===== src/rtl/mdio_pkg.sv =====
package mdio_pkg;

    localparam int OFS_CMD  = 'h00;
    localparam int OFS_WDAT = 'h08;
    localparam int OFS_RDAT = 'h10;
    localparam int OFS_CFG  = 'h18;
    localparam int OFS_EN   = 'h20;

    localparam logic [1:0] WOP_ADDR  = 2'b00;
    localparam logic [1:0] WOP_WRITE = 2'b01;
    localparam logic [1:0] WOP_READ  = 2'b10;

    typedef struct packed {
        logic       ok;
        logic       is_read;
        logic [1:0] wop;
    } op_map_t;

    // Translate the software opcode into a wire opcode for the active clause mode
    function automatic op_map_t map_op(input logic c45, input logic [1:0] op);
        op_map_t m;
        m = '{ok: 1'b0, is_read: 1'b0, wop: WOP_ADDR};
        if (!c45) begin
            if (op == 2'd0) m = '{ok: 1'b1, is_read: 1'b0, wop: WOP_WRITE};
            if (op == 2'd1) m = '{ok: 1'b1, is_read: 1'b1, wop: WOP_READ};
        end else begin
            if (op == 2'd0) m = '{ok: 1'b1, is_read: 1'b0, wop: WOP_ADDR};
            if (op == 2'd1) m = '{ok: 1'b1, is_read: 1'b0, wop: WOP_WRITE};
            if (op == 2'd3) m = '{ok: 1'b1, is_read: 1'b1, wop: WOP_READ};
        end
        return m;
    endfunction

endpackage


===== src/rtl/mdio_mdc_gen.sv =====
module mdio_mdc_gen #(
    parameter int DIV_W = 8
) (
    input  logic             clk,
    input  logic             rst_n,
    input  logic             run,
    input  logic [DIV_W-1:0] div,
    output logic             mdc,
    output logic             rise_tick,
    output logic             fall_tick
);

    typedef struct packed {
        logic [DIV_W-1:0] cnt;
        logic             mdc;
    } gen_t;

    gen_t q, d;
    logic [DIV_W-1:0] half;
    logic             tick;

    always_comb begin
        half = (div == '0) ? DIV_W'(1) : div;
        tick = run && (q.cnt == half - 1'b1);
        d    = q;
        if (!run) begin
            d.cnt = '0;
            d.mdc = 1'b0;
        end else if (tick) begin
            d.cnt = '0;
            d.mdc = ~q.mdc;
        end else begin
            d.cnt = q.cnt + 1'b1;
        end
    end

    always_ff @(posedge clk or negedge rst_n) begin
        if (!rst_n) q <= '0;
        else        q <= d;
    end

    assign mdc       = q.mdc;
    assign rise_tick = tick && !q.mdc;
    assign fall_tick = tick && q.mdc;

endmodule


===== src/rtl/mdio_frame_eng.sv =====
module mdio_frame_eng
    import mdio_pkg::*;
#(
    parameter int PRE_LEN = 32,
    parameter int AW      = 5,
    parameter int DW      = 16
) (
    input  logic          clk,
    input  logic          rst_n,
    input  logic          start,
    input  logic          pre_en,
    input  logic          c45,
    input  logic [1:0]    wop,
    input  logic [AW-1:0] phy,
    input  logic [AW-1:0] regad,
    input  logic [DW-1:0] wdata,
    input  logic          rise_tick,
    input  logic          fall_tick,
    input  logic          mdio_i,
    output logic          busy,
    output logic          done,
    output logic          is_read,
    output logic [DW-1:0] rd_data,
    output logic          rd_ok,
    output logic          mdio_o,
    output logic          mdio_oe
);

    localparam int FL     = 6 + 2 * AW + DW;
    localparam int TA_POS = 4 + 2 * AW;
    localparam int CW     = $clog2(((PRE_LEN > FL) ? PRE_LEN : FL) + 1);

    typedef struct packed {
        logic          busy;
        logic          rd;
        logic          ta_ok;
        logic [CW-1:0] pre_left;
        logic [CW-1:0] pos;
        logic [FL-1:0] frame;
        logic [DW-1:0] rdat;
    } eng_t;

    eng_t q, d;
    logic in_pre;
    logic last_fall;
    logic rd_start;

    always_comb begin
        in_pre    = (q.pre_left != '0);
        last_fall = q.busy && fall_tick && !in_pre && (q.pos == CW'(FL - 1));
        rd_start  = (wop == WOP_READ);
        d         = q;
        if (!q.busy) begin
            if (start) begin
                d.busy     = 1'b1;
                d.rd       = rd_start;
                d.ta_ok    = 1'b0;
                d.pos      = '0;
                d.pre_left = pre_en ? CW'(PRE_LEN) : '0;
                d.rdat     = '0;
                d.frame    = {(c45 ? 2'b00 : 2'b01), wop, phy, regad,
                              (rd_start ? 2'b00 : 2'b10),
                              (rd_start ? {DW{1'b0}} : wdata)};
            end
        end else if (rise_tick) begin
            // sample on the rising edge, only in the released part of a read
            if (!in_pre && q.rd) begin
                if (q.pos == CW'(TA_POS + 1))     d.ta_ok = ~mdio_i;
                else if (q.pos > CW'(TA_POS + 1)) d.rdat  = {q.rdat[DW-2:0], mdio_i};
            end
        end else if (fall_tick) begin
            if (in_pre) begin
                d.pre_left = q.pre_left - 1'b1;
            end else if (last_fall) begin
                d.busy = 1'b0;
            end else begin
                d.pos   = q.pos + 1'b1;
                d.frame = {q.frame[FL-2:0], 1'b0};
            end
        end
    end

    always_ff @(posedge clk or negedge rst_n) begin
        if (!rst_n) q <= '0;
        else        q <= d;
    end

    assign busy    = q.busy;
    assign done    = last_fall;
    assign is_read = q.rd;
    assign rd_data = q.rdat;
    assign rd_ok   = q.ta_ok;
    assign mdio_o  = (!q.busy || in_pre) ? 1'b1 : q.frame[FL-1];
    assign mdio_oe = q.busy && !(q.rd && !in_pre && (q.pos >= CW'(TA_POS)));

endmodule


===== src/rtl/mdio_master.sv =====
module mdio_master
    import mdio_pkg::*;
#(
    parameter int RA_W    = 6,
    parameter int DIV_W   = 8,
    parameter int DIV_RST = 5,
    parameter int PRE_LEN = 32,
    parameter int PHY_AW  = 5,
    parameter int DATA_W  = 16
) (
    input  logic            clk,
    input  logic            rst_n,
    input  logic            reg_we,
    input  logic [RA_W-1:0] reg_addr,
    input  logic [31:0]     reg_wdata,
    output logic [31:0]     reg_rdata,
    output logic            mdc,
    output logic            mdio_o,
    output logic            mdio_oe,
    input  logic            mdio_i
);

    localparam int PHY_LSB = 8;
    localparam int REG_LSB = 16;
    localparam int PRE_BIT = 12;
    localparam int C45_BIT = 24;
    localparam int PND_BIT = 31;
    localparam int VAL_BIT = 30;

    typedef struct packed {
        logic [DATA_W-1:0] wdat;
        logic              wr_pend;
        logic [DATA_W-1:0] rdat;
        logic              rd_pend;
        logic              rd_val;
        logic [DIV_W-1:0]  div;
        logic              pre_en;
        logic              c45;
        logic              en;
    } regs_t;

    regs_t q, d;
    op_map_t opm;
    logic cmd_wr, wdat_wr, cfg_wr, en_wr;
    logic start, pend_w, en_w, rd_val_w;
    logic rise_tick, fall_tick;
    logic eng_busy, eng_done, eng_is_read, eng_rd_ok;
    logic [DATA_W-1:0] eng_rd_data;
    logic unused_wdata;

    assign unused_wdata = ^reg_wdata;

    always_comb begin
        cmd_wr  = reg_we && (reg_addr == RA_W'(OFS_CMD));
        wdat_wr = reg_we && (reg_addr == RA_W'(OFS_WDAT));
        cfg_wr  = reg_we && (reg_addr == RA_W'(OFS_CFG));
        en_wr   = reg_we && (reg_addr == RA_W'(OFS_EN));
        opm     = map_op(q.c45, reg_wdata[1:0]);
        pend_w  = q.wr_pend || q.rd_pend;
        start   = cmd_wr && q.en && !pend_w && opm.ok;

        d = q;
        if (wdat_wr) d.wdat = reg_wdata[DATA_W-1:0];
        if (cfg_wr) begin
            d.div    = reg_wdata[DIV_W-1:0];
            d.pre_en = reg_wdata[PRE_BIT];
            d.c45    = reg_wdata[C45_BIT];
        end
        if (en_wr) d.en = reg_wdata[0];
        if (start) begin
            if (opm.is_read) begin
                d.rd_pend = 1'b1;
                d.rd_val  = 1'b0;
            end else begin
                d.wr_pend = 1'b1;
            end
        end
        if (eng_done) begin
            if (eng_is_read) begin
                d.rd_pend = 1'b0;
                d.rdat    = eng_rd_data;
                d.rd_val  = eng_rd_ok;
            end else begin
                d.wr_pend = 1'b0;
            end
        end
    end

    always_ff @(posedge clk or negedge rst_n) begin
        if (!rst_n) begin
            q        <= '0;
            q.div    <= DIV_W'(DIV_RST);
            q.pre_en <= 1'b1;
        end else begin
            q <= d;
        end
    end

    always_comb begin
        reg_rdata = '0;
        if (reg_addr == RA_W'(OFS_WDAT)) begin
            reg_rdata[DATA_W-1:0] = q.wdat;
            reg_rdata[PND_BIT]    = q.wr_pend;
        end else if (reg_addr == RA_W'(OFS_RDAT)) begin
            reg_rdata[DATA_W-1:0] = q.rdat;
            reg_rdata[PND_BIT]    = q.rd_pend;
            reg_rdata[VAL_BIT]    = q.rd_val;
        end else if (reg_addr == RA_W'(OFS_CFG)) begin
            reg_rdata[DIV_W-1:0] = q.div;
            reg_rdata[PRE_BIT]   = q.pre_en;
            reg_rdata[C45_BIT]   = q.c45;
        end else if (reg_addr == RA_W'(OFS_EN)) begin
            reg_rdata[0] = q.en;
        end
    end

    assign en_w     = q.en;
    assign rd_val_w = q.rd_val;

    mdio_mdc_gen #(.DIV_W(DIV_W)) u_mdc (
        .clk       (clk),
        .rst_n     (rst_n),
        .run       (eng_busy),
        .div       (q.div),
        .mdc       (mdc),
        .rise_tick (rise_tick),
        .fall_tick (fall_tick)
    );

    mdio_frame_eng #(.PRE_LEN(PRE_LEN), .AW(PHY_AW), .DW(DATA_W)) u_eng (
        .clk       (clk),
        .rst_n     (rst_n),
        .start     (start),
        .pre_en    (q.pre_en),
        .c45       (q.c45),
        .wop       (opm.wop),
        .phy       (reg_wdata[PHY_LSB +: PHY_AW]),
        .regad     (reg_wdata[REG_LSB +: PHY_AW]),
        .wdata     (q.wdat),
        .rise_tick (rise_tick),
        .fall_tick (fall_tick),
        .mdio_i    (mdio_i),
        .busy      (eng_busy),
        .done      (eng_done),
        .is_read   (eng_is_read),
        .rd_data   (eng_rd_data),
        .rd_ok     (eng_rd_ok),
        .mdio_o    (mdio_o),
        .mdio_oe   (mdio_oe)
    );

endmodule


===== config.mk =====
export PLATFORM = sky130hd
export DESIGN_NAME = mdio_master
export DESIGN_NICKNAME = d
export VERILOG_FILES = /design/src/rtl/mdio_pkg.sv /design/src/rtl/mdio_mdc_gen.sv /design/src/rtl/mdio_frame_eng.sv /design/src/rtl/mdio_master.sv
export SDC_FILE = /design/constraint.sdc
export NUM_CORES = 1
export LEC_CHECK = 0
export BUFFER_PORTS_ARGS = -buffer_cell sky130_fd_sc_hd__clkbuf_2
export CORE_MARGIN = 5
export CORE_UTILIZATION = 25
export CTS_BUF_LIST = sky130_fd_sc_hd__clkbuf_8
export CTS_CLUSTER_DIAMETER = 50
export DETAILED_ROUTE_END_ITERATION = 6
export PLACE_DENSITY = 0.45
export SYNTH_ARGS = -nofsm -noshare
export SYNTH_HDL_FRONTEND = slang
export SYNTH_SLANG_ARGS = --single-unit
export TNS_END_PERCENT = 100

===== constraint.sdc =====
create_clock -name clk -period 4.2 [get_ports clk]
set_input_delay 0.84 -clock clk [delete_from_list [all_inputs] [get_ports clk]]
set_output_delay 0.84 -clock clk [all_outputs]
set_load 0.01 [all_outputs]

# Word-level counts from Yosys, hierarchy flattened

Cells that the tools add are included.

Register bits after elaboration: 118
Input port bits: 42
Output and inout bits: 35
Logic and storage cells: 138

$add $sub $neg: 4
$lt $le $gt $ge: 2
Eq/ne operators: 21
Muxes and demuxes: 56
Bitwise gates (word level): 3
Reduce and logical (&&, ||, !) cells: 34

Operator list:

| cell                  | number |
|---|---|
| $mux W16              | 6 |
| $mux W44              | 2 |
| $mux W38              | 2 |
| $mux W63              | 1 |
| $mux W61              | 1 |
| $mux W4               | 7 |
| $mux W8               | 3 |
| $mux W1               | 23 |
| $ne A2 B2 Y1 const B  | 10 |
| $mux W19              | 1 |
| $eq A6 B5 Y1 const B  | 3 |
| $mux W18              | 1 |
| $logic_and A1 B1 Y1   | 16 |
| $eq A6 B4 Y1 const B  | 2 |
| $mux W6               | 2 |
| $reduce_and A5 Y1     | 2 |
| $mux W9               | 1 |
| $add A8 B1 Y8 const B | 1 |
| $eq A8 B8 Y1          | 1 |
| $logic_not A8 Y1      | 1 |
| $mux W2               | 4 |
| $reduce_and A4 Y1     | 2 |
| $sub A8 B1 Y8 const B | 1 |
| $mux W7               | 1 |
| other kinds (17)      | 26 |

# Logic depth before layout (Yosys ltp)

Word-level depth: 14
Mapped depth: 14
Gate-level depth less buffers: 11

# Modules after synthesis

From an unflattened synthesis, not the netlist that was laid out.

Cells, all modules: 547
Area, all modules: 6134.6 µm²

By module, submodules not included:

| module         | instances | cells an instance | area each (µm²) | seq. area each (µm²) |
|---|---|---|---|---|
| mdio_frame_eng | 1         | 281               | 3104.2          | 1576.5 |
| mdio_master    | 1         | 195               | 2358.5          | 1154.9 |
| mdio_mdc_gen   | 1         | 71                | 671.9           | 225.2 |

# Worst setup path after synthesis

OpenSTA, ideal clock, no wires.

Kind: reg2reg
Start: register, netlist name q[6]
End: register q[21] in the netlist's numbering
Setup time: 0.128 ns
Data arrival time: 3.637 ns
Data required time: 4.072 ns
Setup slack: 0.436 ns
Cell stages (with the launch flop): 15
Buffers on the path: 3
Clock period less this slack: 3.764 ns
Path through: dfrtp_1 -> buf_6 -> or3_1 -> nor4_1 -> a21oi_1 -> ha_1 -> xor2_1 -> o21ai_0 -> or4_4 -> nor4_4 -> and4_1 -> buf_2 -> nand3_2 -> buf_2 -> mux2_1

Word-level cells in the longest chain between the ends: 10

Ends and longest elaborated chain:

| element                            | line                 | RTL |
|---|---|---|
| $logic_not A8 Y1                   | mdio_mdc_gen.sv:23   | `half = (div == '0) ? DIV_W'(1) : div;` |
| $mux W8 *                          | mdio_mdc_gen.sv:23   |  |
| $sub A8 B1 Y8 *                    | mdio_mdc_gen.sv:24   | `tick = run && (q.cnt == half - 1'b1);` |
| $eq A8 B8 Y1 *                     | mdio_mdc_gen.sv:24   |  |
| $logic_and A1 B1 Y1 *              | mdio_mdc_gen.sv:24   |  |
| $logic_and A1 B1 Y1 *              | mdio_mdc_gen.sv:44   | `assign fall_tick = tick && q.mdc;` |
| $logic_and A1 B1 Y1 * (3 in a row) | mdio_frame_eng.sv:50 | `last_fall = q.busy && fall_tick && !in_pre && (q.pos == CW'(FL - 1));` |
| $reduce_and A2 Y1 (no line) *      | --                   |  |
| end, declared                      | mdio_master.sv:42    | `regs_t q, d;` |

Mark *: on every way between the ends. The rest lies on a longest branch, timed or not.
A chain may end at the register's enable or synchronous reset.

# Final worst setup path

Start: register, netlist name q[5]
End: register u_eng.q (netlist bit u_eng.rd_data[11])

Word-level cells in the longest chain between the ends: 8

Ends and longest elaborated chain:

| element                       | line                 | RTL |
|---|---|---|
| $logic_not A8 Y1              | mdio_mdc_gen.sv:23   |  |
| $mux W8 *                     | mdio_mdc_gen.sv:23   |  |
| $sub A8 B1 Y8 *               | mdio_mdc_gen.sv:24   |  |
| $eq A8 B8 Y1 *                | mdio_mdc_gen.sv:24   |  |
| $logic_and A1 B1 Y1 *         | mdio_mdc_gen.sv:24   |  |
| $logic_and A1 B1 Y1 *         | mdio_mdc_gen.sv:43   | `assign rise_tick = tick && !q.mdc;` |
| $ne A2 B2 Y1 (no line) *      | --                   |  |
| $reduce_and A5 Y1 (no line) * | --                   |  |
| end signal, assigned          | mdio_frame_eng.sv:84 | `if (!rst_n) q <= '0;` |
| end signal, assigned          | mdio_frame_eng.sv:85 | `else q <= d;` |
| end, declared                 | mdio_frame_eng.sv:43 | `eng_t q, d;` |

Marks and branches as above.

==> qor.txt <==
maximum clock skew at final layout = 0.0126 ns
fin crit share = 0.924
H-tree Lvls = 4
flops & latches, synth = 118
synthesized-area fraction occupied by ao, oa, aoi and oai cells = 0.101
antenna violations before repair = 0
wire length of the first global-routing pass = 25300 um
Largest delay share family, worst path = simple AND/OR/NAND/NOR gates
actual slew at the worst max-slew pin = 0.926 ns
clock sink count = 118
worst hold slack across all endpoints = 0.267 ns
NumNets Final = 692
clock tree root buffer cell = sky130_fd_sc_hd__clkbuf_8
Diodes inserted = 0
type of the worst setup path = register to register
library cell contributing the largest single delay on the critical path = sky130_fd_sc_hd__or4_4
grt total ovfl = 0
combinational cell fraction of total power = 0.217
IR drop worst, VDD = 0.000195 V
post-route antenna net violation count = 0
vias per std cell = 4.60
count of maximum capacitance violations = 0
internal power = 0.00225 W
number of CTS-inserted buffers = 17
Site Rows = 56
count of TritonRoute iterations in the first routing pass = 5
HP Class = primary input to asynchronous set/reset pin
largest net degree at the start of global routing = 102
vias = 4499
sequential share of power = 0.465
r2r worst-path depth = 11
sequential share of the synthesized area = 0.495
final design instance area without fill = 7010 sq um
fraction of final layout cells sized beyond drive strength 1 = 0.240
final setup violating endpoints = 0
overall die width = 165 um
Clock Path Buffers = 2
Synth Instances = 585
later-pin clock latency in the skew report = 0.44 ns
number of placed instances with taps included = 945
leakage power = 3.57 nW
clock network power share = 0.319
Async SR Flop Fraction = 1.00
via count of the first global-routing pass = 4544
hold-fix buffers at CTS = 0
required time of the worst setup path = 4.56 ns
final-report hold violation count = 0
Crit path arrival time = 4.24 ns
RSZ-0062 raised after global routing = no
leading register cell type out of synthesis = sky130_fd_sc_hd__dfrtp_1
total number of yosys warnings = 0
non-filler instance count after layout = 977
kind of launch point of the worst setup path = register
# DRC = 0
relative max-transition margin = 0.381
post-synthesis to final-layout area growth = 17.4%
Starting Density = 0.254
aggregate routed wire length = 15900 um
all-layer global routing usage = 0.121
basic-gate share of the synthesized area counting and, or, nand and nor cells = 0.175
area of the die = 27100 sq um
library cells used by synthesis = 59
Crit path buffers/inverters = 0
TritonCTS clock tree = yes
cell area power density = 482 nW/um^2
cell area reported after detailed placement = 6600 sq um
largest fanout of any net on the critical path = 16
netlist area before placement = 5970 sq um
maximum clock frequency = 258 MHz
cell type with the highest occurrence count on the critical path = sky130_fd_sc_hd__or4_4
critical path endpoint category = register
combinational family with the most area after synthesis = simple AND/OR/NAND/NOR gates
Die Height = 165 um
net switching power = 0.00113 W
weighted congestion reported at the end of routability-driven placement = 0.756
min cycle time layout = 3.88 ns
quantity of I/O buffers inserted on ports = 53
sequence of cells on the critical path = or3_1 -> nor4_2 -> a21oi_1 -> ha_1 -> xor2_1 -> o21ai_0 -> or4_4 -> nor4_4 -> nand2_2 -> or4_4 -> mux2i_1
share of the synthesized netlist area taken by xor and xnor gates = 0.0205
number of enable-type register cells in the synthesized netlist = 0
total negative slack = 0 ns
CP max stage delay = 0.73 ns
half-perimeter wire length after detailed placement = 11100 um
Post-Synthesis Mean Instance Area = 10.2 sq um
count of boundary I/O pins = 77
Final Max Slew Viols = 0
mux share of post-synthesis cell area = 0.137
routed wirelength normalized by instance count = 16.2 um
result of the run = finished clean
Std-Cell Core Area = 23500 sq um
share of synthesized cell area in full adder, half adder and majority cells = 0.0105
number of violations reported at the end of detailed-routing iteration 0 = 181
switch share = 0.333
clock input transition at the sequential cells of the worst setup and hold paths = 0.08 ns
depth of the critical timing path with buffers and inverters included = 11
-- cell families (layout without fill, tap and decap cells) --
kind of cell / Yosys count / count (layout)
simple gates: 204 / 204
flops: 118 / 118
compound gates: 96 / 96
mux: 76 / 76
buf+inv: 71 / 132
xor+xnor: 14 / 14
fa+ha+maj: 5 / 5
other cells: 1 / 13
-- area by class of cell --
type | instances | area (sq um)
Sequential cell | 118 | 2960
Clock buffer | 17 | 234
Fill cell | 2460 | 16500
Clock inverter | 15 | 168
Multi-Input combinational cell | 408 | 2710
Tap cell | 319 | 399
Inverter | 28 | 105
Timing Repair Buffer | 72 | 435
-- metal layers --
layer / share of wire / track usage / up-vias
met4: 0.0053 / 0.0265 / 0
met3: 0.040 / 0.0342 / 4
li1: - / - / 2163
met2: 0.47 / 0.187 / 114
met1: 0.48 / 0.168 / 2218
met5: 0 / 0 / -
-- power by group through the flow --
stage / combinational [W] / sequential (W) / clock, W
2_1_floorplan: 0.000579 / 0.00152 / 0
3_3_place_gp: 0.000702 / 0.00158 / 0
3_5_place_dp: 0.000731 / 0.00159 / 0
4_1_cts: 0.000736 / 0.00157 / 0.00111
5_1_grt: 0.000831 / 0.00161 / 0.00116
6_report: 0.000733 / 0.00157 / 0.00108
-- sequential cells by signal, summed over array words and instances (netlist names) --
| signal | cells |
|---|---|
| u_mdc.q | 8 |
| u_eng.q | 44 |
| u_eng.is_read | 1 |
| u_eng.busy | 1 |
| rd_val_w | 1 |
| u_eng.rd_ok | 1 |
| q | 44 |
| u_eng.rd_data | 16 |
| u_mdc.mdc | 1 |
| en_w | 1 |
-- synth_stat cells (3+ instances only) --
| cell type | instances | area (sq um) |
|---|---|---|
| sky130_fd_sc_hd__dfstp_2 | 3 | 78.8 |
| sky130_fd_sc_hd__o21ai_0 | 18 | 90.1 |
| sky130_fd_sc_hd__nand3_1 | 17 | 85.1 |
| sky130_fd_sc_hd__dfrtp_1 | 115 | 2880 |
| sky130_fd_sc_hd__ha_1 | 5 | 62.6 |
| sky130_fd_sc_hd__a31o_2 | 3 | 26.3 |
| sky130_fd_sc_hd__o22ai_1 | 11 | 68.8 |
| sky130_fd_sc_hd__mux2_2 | 37 | 417 |
| sky130_fd_sc_hd__xnor2_1 | 7 | 61.3 |
| sky130_fd_sc_hd__nor3_1 | 9 | 45.0 |
| sky130_fd_sc_hd__buf_2 | 3 | 15.0 |
| sky130_fd_sc_hd__clkbuf_1 | 21 | 78.8 |
| sky130_fd_sc_hd__inv_1 | 28 | 105 |
| sky130_fd_sc_hd__mux2i_1 | 30 | 300 |
| sky130_fd_sc_hd__or4_1 | 3 | 22.5 |
| sky130_fd_sc_hd__nor4_1 | 3 | 18.8 |
| sky130_fd_sc_hd__mux2_1 | 9 | 101 |
| sky130_fd_sc_hd__nor2_1 | 62 | 233 |
| sky130_fd_sc_hd__a31oi_1 | 3 | 18.8 |
| sky130_fd_sc_hd__buf_6 | 3 | 33.8 |
| sky130_fd_sc_hd__a22o_1 | 8 | 70.1 |
| sky130_fd_sc_hd__and3_1 | 24 | 150 |
| sky130_fd_sc_hd__a211oi_1 | 3 | 22.5 |
| sky130_fd_sc_hd__o31ai_1 | 3 | 22.5 |
| sky130_fd_sc_hd__nand2_1 | 49 | 184 |
| sky130_fd_sc_hd__or3_1 | 6 | 37.5 |
| sky130_fd_sc_hd__buf_4 | 13 | 97.6 |
| sky130_fd_sc_hd__nand2b_1 | 4 | 25.0 |
| sky130_fd_sc_hd__nand4_1 | 5 | 31.3 |
| sky130_fd_sc_hd__xor2_1 | 7 | 61.3 |
| sky130_fd_sc_hd__a21oi_1 | 37 | 185 |
-- placed cells by master, fill, tap and decap left out, drive strengths merged, types with 20 or more instances in the layout --
cell type  instances
a21oi             37
clkbuf            69
mux2i             30
and3              24
mux2              46
nand2             50
buf               20
nor2              62
inv               35
dfrtp            115
-- per-stage QoR --
stage	util	power [W]	setup slack (ns)
after floorplan	-	0.00209	0.436
after global placement	0.281	0.00228	0.307
after global routing	0.299	0.00360	0.122
after detailed placement	0.281	0.00232	0.223
after CTS	0.298	0.00342	0.177
final	0.299	0.00338	0.319
-- worst paths after layout --
kind | from | slack, ns | to
worst min register to register | q[25] | 0.50 | q[25]
worst max-delay path | q[5] | 0.32 | u_eng.rd_data[11]
worst min-delay path | rst_n | 0.27 | q[27]
worst max register to register | q[5] | 0.32 | u_eng.rd_data[11]
max in group asynchronous | rst_n | 3.06 | u_eng.q[58]
min in group clk | q[25] | 0.50 | q[25]
-- timing repair --
action	CTS	global route
buffers inserted	0	0
setup endpoints to repair	0	13
gates resized for setup	0	1
Power figures use the tool's default switching activity.
